## src/rtl/pollst_pkg.sv

```systemverilog
package pollst_pkg;

   typedef enum logic [1:0] {
      OPK_IDLE  = 2'd0,
      OPK_PROG  = 2'd1,
      OPK_ERASE = 2'd2
   } opk_t;

   function automatic int unsigned larger_of(input int unsigned a, input int unsigned b);
      return (a > b) ? a : b;
   endfunction

endpackage

```

## src/rtl/pollst_timer.sv

```systemverilog
module pollst_timer
   import pollst_pkg::*;
#(
   parameter int unsigned PROG_CYCLES  = 16,
   parameter int unsigned ERASE_CYCLES = 64
) (
   input  logic clk,
   input  logic rst_n,
   input  logic start_prog,
   input  logic start_erase,
   output logic busy,
   output opk_t op_kind,
   output logic op_start
);

   localparam int unsigned LONGEST = larger_of(PROG_CYCLES, ERASE_CYCLES);
   localparam int unsigned CW      = (LONGEST > 1) ? $clog2(LONGEST) : 1;

   if (PROG_CYCLES < 1) begin : g_bad_prog
      $error("pollst_timer: PROG_CYCLES must be at least 1");
   end
   if (ERASE_CYCLES < 1) begin : g_bad_erase
      $error("pollst_timer: ERASE_CYCLES must be at least 1");
   end

   logic          busy_q;
   logic [CW-1:0] remain_q;
   opk_t          kind_q;
   logic          take_erase;
   logic          take_prog;

   // erase has priority when both requests arrive together
   always_comb begin
      take_erase = !busy_q && start_erase;
      take_prog  = !busy_q && start_prog && !start_erase;
   end

   always_ff @(posedge clk or negedge rst_n) begin
      if (!rst_n) begin
         busy_q   <= 1'b0;
         remain_q <= '0;
         kind_q   <= OPK_IDLE;
      end else if (take_erase) begin
         busy_q   <= 1'b1;
         remain_q <= CW'(ERASE_CYCLES - 1);
         kind_q   <= OPK_ERASE;
      end else if (take_prog) begin
         busy_q   <= 1'b1;
         remain_q <= CW'(PROG_CYCLES - 1);
         kind_q   <= OPK_PROG;
      end else if (busy_q) begin
         if (remain_q == '0) begin
            busy_q <= 1'b0;
            kind_q <= OPK_IDLE;
         end else begin
            remain_q <= remain_q - 1'b1;
         end
      end
   end

   assign busy     = busy_q;
   assign op_kind  = kind_q;
   assign op_start = take_erase || take_prog;

endmodule

```

## src/rtl/pollst_hold.sv

```systemverilog
module pollst_hold #(
   parameter int unsigned DW = 8
) (
   input  logic          clk,
   input  logic          rst_n,
   input  logic          capture,
   input  logic [DW-1:0] d,
   output logic [DW-1:0] q
);

   if (DW < 1) begin : g_bad_dw
      $error("pollst_hold: DW must be at least 1");
   end

   always_ff @(posedge clk or negedge rst_n) begin
      if (!rst_n) begin
         q <= '0;
      end else if (capture) begin
         q <= d;
      end
   end

endmodule

```

## src/rtl/pollst_rdmux.sv

```systemverilog
module pollst_rdmux
   import pollst_pkg::*;
#(
   parameter int unsigned DW       = 8,
   parameter int unsigned FLAG_BIT = 7,
   parameter int unsigned TOG_BIT  = 6
) (
   input  logic          clk,
   input  logic          rst_n,
   input  logic          rd_en,
   input  logic          busy,
   input  opk_t          op_kind,
   input  logic          op_start,
   input  logic [DW-1:0] held,
   input  logic [DW-1:0] array_data,
   output logic [DW-1:0] rd_data
);

   logic          toggle_q;
   logic [DW-1:0] composed;
   logic [DW-1:0] rd_q;

   // toggle flop: cleared at each new operation, flips on each busy read
   always_ff @(posedge clk or negedge rst_n) begin
      if (!rst_n) begin
         toggle_q <= 1'b0;
      end else if (op_start) begin
         toggle_q <= 1'b0;
      end else if (rd_en && busy) begin
         toggle_q <= ~toggle_q;
      end
   end

   for (genvar g = 0; g < DW; g++) begin : g_bit
      if (g == FLAG_BIT) begin : g_flag
         assign composed[g] = busy ? ((op_kind == OPK_PROG) ? ~held[g] : 1'b0)
                                   : array_data[g];
      end else if (g == TOG_BIT) begin : g_tog
         assign composed[g] = busy ? toggle_q : array_data[g];
      end else begin : g_pass
         assign composed[g] = array_data[g];
      end
   end

   always_ff @(posedge clk or negedge rst_n) begin
      if (!rst_n) begin
         rd_q <= '0;
      end else if (rd_en) begin
         rd_q <= composed;
      end
   end

   assign rd_data = rd_q;

endmodule

```

## src/rtl/pollst_unit.sv

```systemverilog
module pollst_unit
   import pollst_pkg::*;
#(
   parameter int unsigned DW           = 8,
   parameter int unsigned FLAG_BIT     = 7,
   parameter int unsigned TOG_BIT      = 6,
   parameter int unsigned PROG_CYCLES  = 16,
   parameter int unsigned ERASE_CYCLES = 64
) (
   input  logic          clk,
   input  logic          rst_n,
   input  logic          start_prog,
   input  logic          start_erase,
   input  logic [DW-1:0] load_data,
   input  logic          rd_en,
   input  logic [DW-1:0] array_data,
   output logic [DW-1:0] rd_data,
   output logic          busy
);

   if (FLAG_BIT >= DW) begin : g_bad_flag
      $error("pollst_unit: FLAG_BIT outside data width");
   end
   if (TOG_BIT >= DW) begin : g_bad_tog
      $error("pollst_unit: TOG_BIT outside data width");
   end
   if (FLAG_BIT == TOG_BIT) begin : g_same_bits
      $error("pollst_unit: FLAG_BIT and TOG_BIT must differ");
   end

   opk_t          op_kind;
   logic          op_start;
   logic          take_load;
   logic [DW-1:0] held_q;

   pollst_timer #(
      .PROG_CYCLES (PROG_CYCLES),
      .ERASE_CYCLES(ERASE_CYCLES)
   ) u_timer (
      .clk        (clk),
      .rst_n      (rst_n),
      .start_prog (start_prog),
      .start_erase(start_erase),
      .busy       (busy),
      .op_kind    (op_kind),
      .op_start   (op_start)
   );

   assign take_load = !busy && start_prog && !start_erase;

   pollst_hold #(
      .DW(DW)
   ) u_hold (
      .clk    (clk),
      .rst_n  (rst_n),
      .capture(take_load),
      .d      (load_data),
      .q      (held_q)
   );

   pollst_rdmux #(
      .DW      (DW),
      .FLAG_BIT(FLAG_BIT),
      .TOG_BIT (TOG_BIT)
   ) u_rdmux (
      .clk       (clk),
      .rst_n     (rst_n),
      .rd_en     (rd_en),
      .busy      (busy),
      .op_kind   (op_kind),
      .op_start  (op_start),
      .held      (held_q),
      .array_data(array_data),
      .rd_data   (rd_data)
   );

endmodule

```

## config.mk

```make
export PLATFORM = sky130hd
export DESIGN_NAME = pollst_unit
export DESIGN_NICKNAME = d
export VERILOG_FILES = /design/src/rtl/pollst_pkg.sv /design/src/rtl/pollst_timer.sv /design/src/rtl/pollst_hold.sv /design/src/rtl/pollst_rdmux.sv /design/src/rtl/pollst_unit.sv
export SDC_FILE = /design/constraint.sdc
export NUM_CORES = 1
export LEC_CHECK = 0
export CAP_MARGIN = 20
export CORE_MARGIN = 2
export CORE_UTILIZATION = 36
export CTS_CLUSTER_DIAMETER = 50
export DETAILED_ROUTE_END_ITERATION = 10
export PLACE_DENSITY = 0.68
export SLEW_MARGIN = 20
export SYNTH_ARGS = -nofsm -noshare
export SYNTH_HDL_FRONTEND = slang
export SYNTH_SLANG_ARGS = --single-unit
```

## constraint.sdc

```tcl
create_clock -name clk -period 3.55 [get_ports clk]
set_input_delay 0.5325 -clock clk [delete_from_list [all_inputs] [get_ports clk]]
set_output_delay 0.5325 -clock clk [all_outputs]
set_load 0.03 [all_outputs]
```

==> reports/results.ini, run 1 <==
[floorplanning]
die_height_um = 54.5
std_cell_rows = 18
io_pins = 30
dieArea_um2 = 2970
core_um2 = 2450
start_util_pct = 37.5
die_w_um = 54.5

[critical_path]
worst_ep_arrival_time_ps = 1840
critical_path.max_stage_delay_ps = 790
crit_type = reg -> out
path_cells = clkdlybuf4s50_1
startpoint_type = flop
crit_required_ps = 3020
path_buf_inv = 1
crit_slowest_cell = clkdlybuf4s50_1
critPathMaxFanout = 22
critical_path.top_delay_family = buffers and inverters
cp-end-kind = output port

[routing]
via_per_inst = 5.33
postRouteAntennaNets = 0
wl_per_cell_um = 12.8
drtPass1Iterations = 4
first_iter_violations = 8
num_vias = 736
drt-total-wl_mm = 1.77
drc = 0

[power]
seq_power_share_pct = 49.1
peakVddDrop_v = 0.000367
p_int_mw = 0.475
swShare_pct = 36.6
power.leakage_nw = 0.499
power.density_nw_per_um2 = 636
combPwrFrac_pct = 36.7
switchingPower_mw = 0.275
p_clk_share_pct = 14.2

[global_routing]
grtUsageTotal_pct = 13.5
grt_pass1_vias = 687
antenna_found_initial = 0
grt_max_degree = 23
grt.overflow.total = 0
grt_pass1_wl_mm = 2.93

[layout]
layout_commonest_cell = clkdlybuf4s50_1
insertedDiodeCount = 0
drive_above_1_share_pct = 12.0
layout.cells.most_common_list = clkdlybuf4s50_1, dfrtp_1, inv_1, mux2_2, nor2_1
fillers = 239
nNetsFinal = 132
area_delta_synth_final_pct = 28.3
design_area_um2 = 1180

[placed_design]
dp_hpwl_mm = 1.29
gp_congestion = 0.749
portBuffers = 22
dpl_cell_area_um2 = 1150

[sta]
whs_ps = 520
max_slew_margin_pct = 43.0
hold_violations = 0
max_freq_mhz = 422
slew_viol_final = 0
fin_tns_setup_ps = 0
tightest_slew_ps = 852
fin_skew_ps = 1.69
setup_viol = 0
finalCritPeriodShare_pct = 66.7
fin_crit_ps = 2370
rsz0062_at_grt = false

[synthesis]
ys_seq_area_share_pct = 51.7
synthCells = 88
synth-edff-count = 0
synth_seq_cells = 19
synth_area_um2 = 920
syn_area_per_cell_um2 = 10.5
ys.flop_type = dfrtp_1
yosysUniqueCellTypes = 33
synth_nets = 111
async_reset_ff_share_pct = 100
yosys_warnings = 0

[clock_tree]
clkLatencyLatePin_ps = 290
cts_setup_buffers = 0
cts_tree = built
clkSlewWorstSetupHoldPaths_ps = 100
clk_path_buf_depth = 2
numCtsBuffers = 3
cts_resized = 0
cts_hold_buf = 0
htreeDepth = 1
cts_num_sinks = 19
clk_root_buffer_cell = clkbuf_4

[hold_path]
min_path_type = reg -> reg

[flow_run]
drv_cap = 0

[status]
status = finished clean

==> metal layers <==
metal  up-vias  share of wire [%]  routed length, µm  GRT usage, %
met5         -                  0                  0             0
met1       363                 45                789          17.3
met2        16                 50                879          21.9
met4         0                  0                  0          3.75
li1        357                  -                  -             -
met3         0                5.8                103          4.10
==> through the flow <==
stage	std cells	utilization, %	total power [mW]	setup WS (ps)
4_1_cts	138	48.1	0.759	1160
3_3_place_gp	134	47.0	0.635	1490
5_1_grt	138	48.1	0.809	1060
3_5_place_dp	134	47.0	0.650	1450
2_1_floorplan	88	-	0.553	1750
6_report	138	48.1	0.750	1180
==> cells in the mapped netlist (all sizes together), types with 2 or more instances <==
cell type | count | area (µm²)
a21oi | 4 | 20.0
buf | 2 | 8.75
clkbuf | 4 | 15.0
dfrtp | 19 | 475
ha | 2 | 25.0
inv | 7 | 26.3
mux2 | 7 | 78.8
nand2 | 5 | 18.8
nand3 | 3 | 15.0
nor2 | 7 | 26.3
nor2b | 2 | 12.5
nor3 | 3 | 15.0
nor4 | 2 | 12.5
o21ai | 2 | 10.0
o221ai | 2 | 17.5
o32a | 2 | 21.3
==> path summary, 6_finish.rpt <==
check	start	end	slack (ps)	cells past startpoint
max	u_timer.busy	busy	1180	1
min reg2reg	u_rdmux.rd_data[5]	u_rdmux.rd_data[5]	520	1
min in group asynchronous	rst_n	u_timer.remain_q[2]	720	1
max reg2reg	u_timer.remain_q[0]	u_timer.remain_q[0]	1630	5
min	u_rdmux.rd_data[5]	u_rdmux.rd_data[5]	520	1
max in group asynchronous	rst_n	u_timer.remain_q[0]	2310	1
==> area by class of cell <==
type	count	area (µm²)	share of cell area [%]
inverters	7	26.3	2.23
repair buffers	22	220	18.7
well taps	30	37.5	3.18
flip-flops and latches	19	475	40.3
clock buffers	4	26.3	2.23
multi-input cells	56	394	33.4
==> sequential cells by signal, indices dropped and copies added (netlist names) <==
register and count:
u_rdmux.rd_data 8, u_timer.busy 1, u_timer.remain_q 6, u_rdmux.toggle_q 1, u_hold.q 1, u_timer.op_kind 2
==> power groups by stage <==
stage          combinational (mW)  clock, mW  sequential, mW
4_1_cts                     0.279      0.112           0.368
2_1_floorplan               0.176          0           0.377
3_3_place_gp                0.268          0           0.367
5_1_grt                     0.308      0.122           0.379
6_report                    0.275      0.107           0.368
3_5_place_dp                0.278          0           0.372
==> cell families after synthesis <==
family / count (synthesis) / share of synthesized area [%]
compound gates: 16 / 12.7
xor+xnor: 1 / 0.953
fa+ha+maj: 2 / 2.72
buf+inv: 13 / 5.44
flops: 19 / 51.7
mux: 8 / 9.66
simple gates: 29 / 16.9
Power figures use the tool's default switching activity.
==> inputs of run 2 (changes only) <==
==> constraint.sdc (replaced) <==
create_clock -name clk -period 2.4 [get_ports clk]
set_input_delay 0.36 -clock clk [delete_from_list [all_inputs] [get_ports clk]]
set_output_delay 0.36 -clock clk [all_outputs]
set_load 0.03 [all_outputs]
==> run 2 against run 1 <==
Effect of this change:
- utilization increased by 0.61 points
- sequential share of layout area decreased by 0.51 points
- sequential power increased by 43%
- first-iteration DRC count decreased by 38%
- via count increased by 1.2%
- highest routed layer is now met4
- worst hold slack got worse by 130 ps
- design area increased by 1.3%
- die area unchanged
- routed wire length increased by 4.3%
- cell count increased by 1.4%
- clock-buffer cell count unchanged
- largest power group unchanged
- critical path type is now reg -> reg
- global-route usage increased by 1.2 points
- critical endpoint is now u_timer.remain_q[0]
==> reports/results.ini, run 2 (same netlist as run 1, synthesis figures left out) <==
[global_routing]
grt_pass1_wl_mm = 3.08
grt_max_degree = 22
grtUsageTotal_pct = 14.7
grt_pass1_vias = 717
grt.overflow.total = 0
antenna_found_initial = 0

[power]
peakVddDrop_v = 0.000448
power.leakage_nw = 0.508
power.density_nw_per_um2 = 935

[sta]
finalCritPeriodShare_pct = 81.0
whs_ps = 389
setup_viol = 0
slew_viol_final = 0
fin_skew_ps = 2.01
max_slew_margin_pct = 69.9
hold_violations = 0
fin_crit_ps = 1940
tightest_slew_ps = 450
max_freq_mhz = 515
rsz0062_at_grt = false
fin_tns_setup_ps = 0

[layout]
drive_above_1_share_pct = 13.6
fillers = 244
layout.cells.most_common_list = clkdlybuf4s50_1, dfrtp_1, inv_1, mux2_2, nor2_1
largest_register_ffs = 8
area_delta_synth_final_pct = 29.9
insertedDiodeCount = 0
design_area_um2 = 1190
layout_commonest_cell = clkdlybuf4s50_1
nNetsFinal = 134

[clock_tree]
clkLatencyLatePin_ps = 300
cts_setup_buffers = 0
cts_num_sinks = 19
cts_tree = built
numCtsBuffers = 3
cts_hold_buf = 0
clk_path_buf_depth = 2
htreeDepth = 1
clk_root_buffer_cell = clkbuf_4
cts_resized = 0
clkSlewWorstSetupHoldPaths_ps = 110

[critical_path]
critPathMaxFanout = 7
startpoint_type = flop
crit_type = reg -> reg
crit_start = u_timer.remain_q[0]
critical_path.top_delay_family = simple AND/OR/NAND/NOR gates
critical_path.max_stage_delay_ps = 550
path_buf_inv = 1
cp-end-kind = flop
worstReg2RegStart = u_timer.remain_q[0]
path_cells = inv_1 > ha_1 > or4b_1 > or3_1 > and3_1
crit_slowest_cell = or4b_1
crit_required_ps = 2600
worst_ep_arrival_time_ps = 2140

[routing]
first_iter_violations = 5
via_per_inst = 5.32
drt-total-wl_mm = 1.85
postRouteAntennaNets = 0
num_vias = 745
drtPass1Iterations = 4
drc = 0
wl_per_cell_um = 13.2

[floorplanning]
std_cell_rows = 18
dieArea_um2 = 2970
io_pins = 30
die_height_um = 54.5
core_um2 = 2450
start_util_pct = 37.5
die_w_um = 54.5

[status]
status = finished clean

[placed_design]
dpl_cell_area_um2 = 1170
dp_hpwl_mm = 1.29
portBuffers = 22
gp_congestion = 0.749

[hold_path]
min_path_type = in -> async

[flow_run]
drv_cap = 0

## run 2: cell count changes in the layout (fill, tap and decap cells not counted), sizes merged
cell,before,now
buf,0,2
## run 2: path summary, 6_finish.rpt
path                       slack [ps]  cells after the start                  end
max in group asynchronous        1810                      2          u_hold.q[7]
setup reg to reg                  460                      5  u_timer.remain_q[0]
hold reg to reg                   530                      1          u_hold.q[7]
hold / removal                    390                      2         u_timer.busy
setup / recovery                  460                      5  u_timer.remain_q[0]
min in group clk                  530                      1          u_hold.q[7]
## run 2: per-stage QoR
step           std cells  util (%)  power [mW]  setup slack [ps]
2_1_floorplan         88         -       0.819               601
3_3_place_gp         136      47.6       0.944               495
3_5_place_dp         136      47.6       0.962               469
4_1_cts              140      48.7        1.13               458
5_1_grt              140      48.7        1.21               362
6_report             140      48.7        1.12               457
## run 2: power breakdown
group	switching (mW)	internal, mW	total, mW
Sequential	0.101	0.427	0.528
Combinational	0.210	0.216	0.425
Clock	0.0991	0.0648	0.164
## run 2: layer usage
metal	track usage (%)	vias up	wire [µm]
met5	0	-	0
met4	5.00	0	22
met3	4.10	3	90
met2	24.1	21	915
met1	18.4	363	820
li1	-	358	-
## run 2: area by class of cell
class / count / area (µm²) / share of cell area (%)
clock buffers: 4 / 26.3 / 2.20
inverters: 7 / 26.3 / 2.20
multi-input cells: 56 / 394 / 33.0
flip-flops and latches: 19 / 475 / 39.8
well taps: 30 / 37.5 / 3.14
repair buffers: 24 / 235 / 19.7
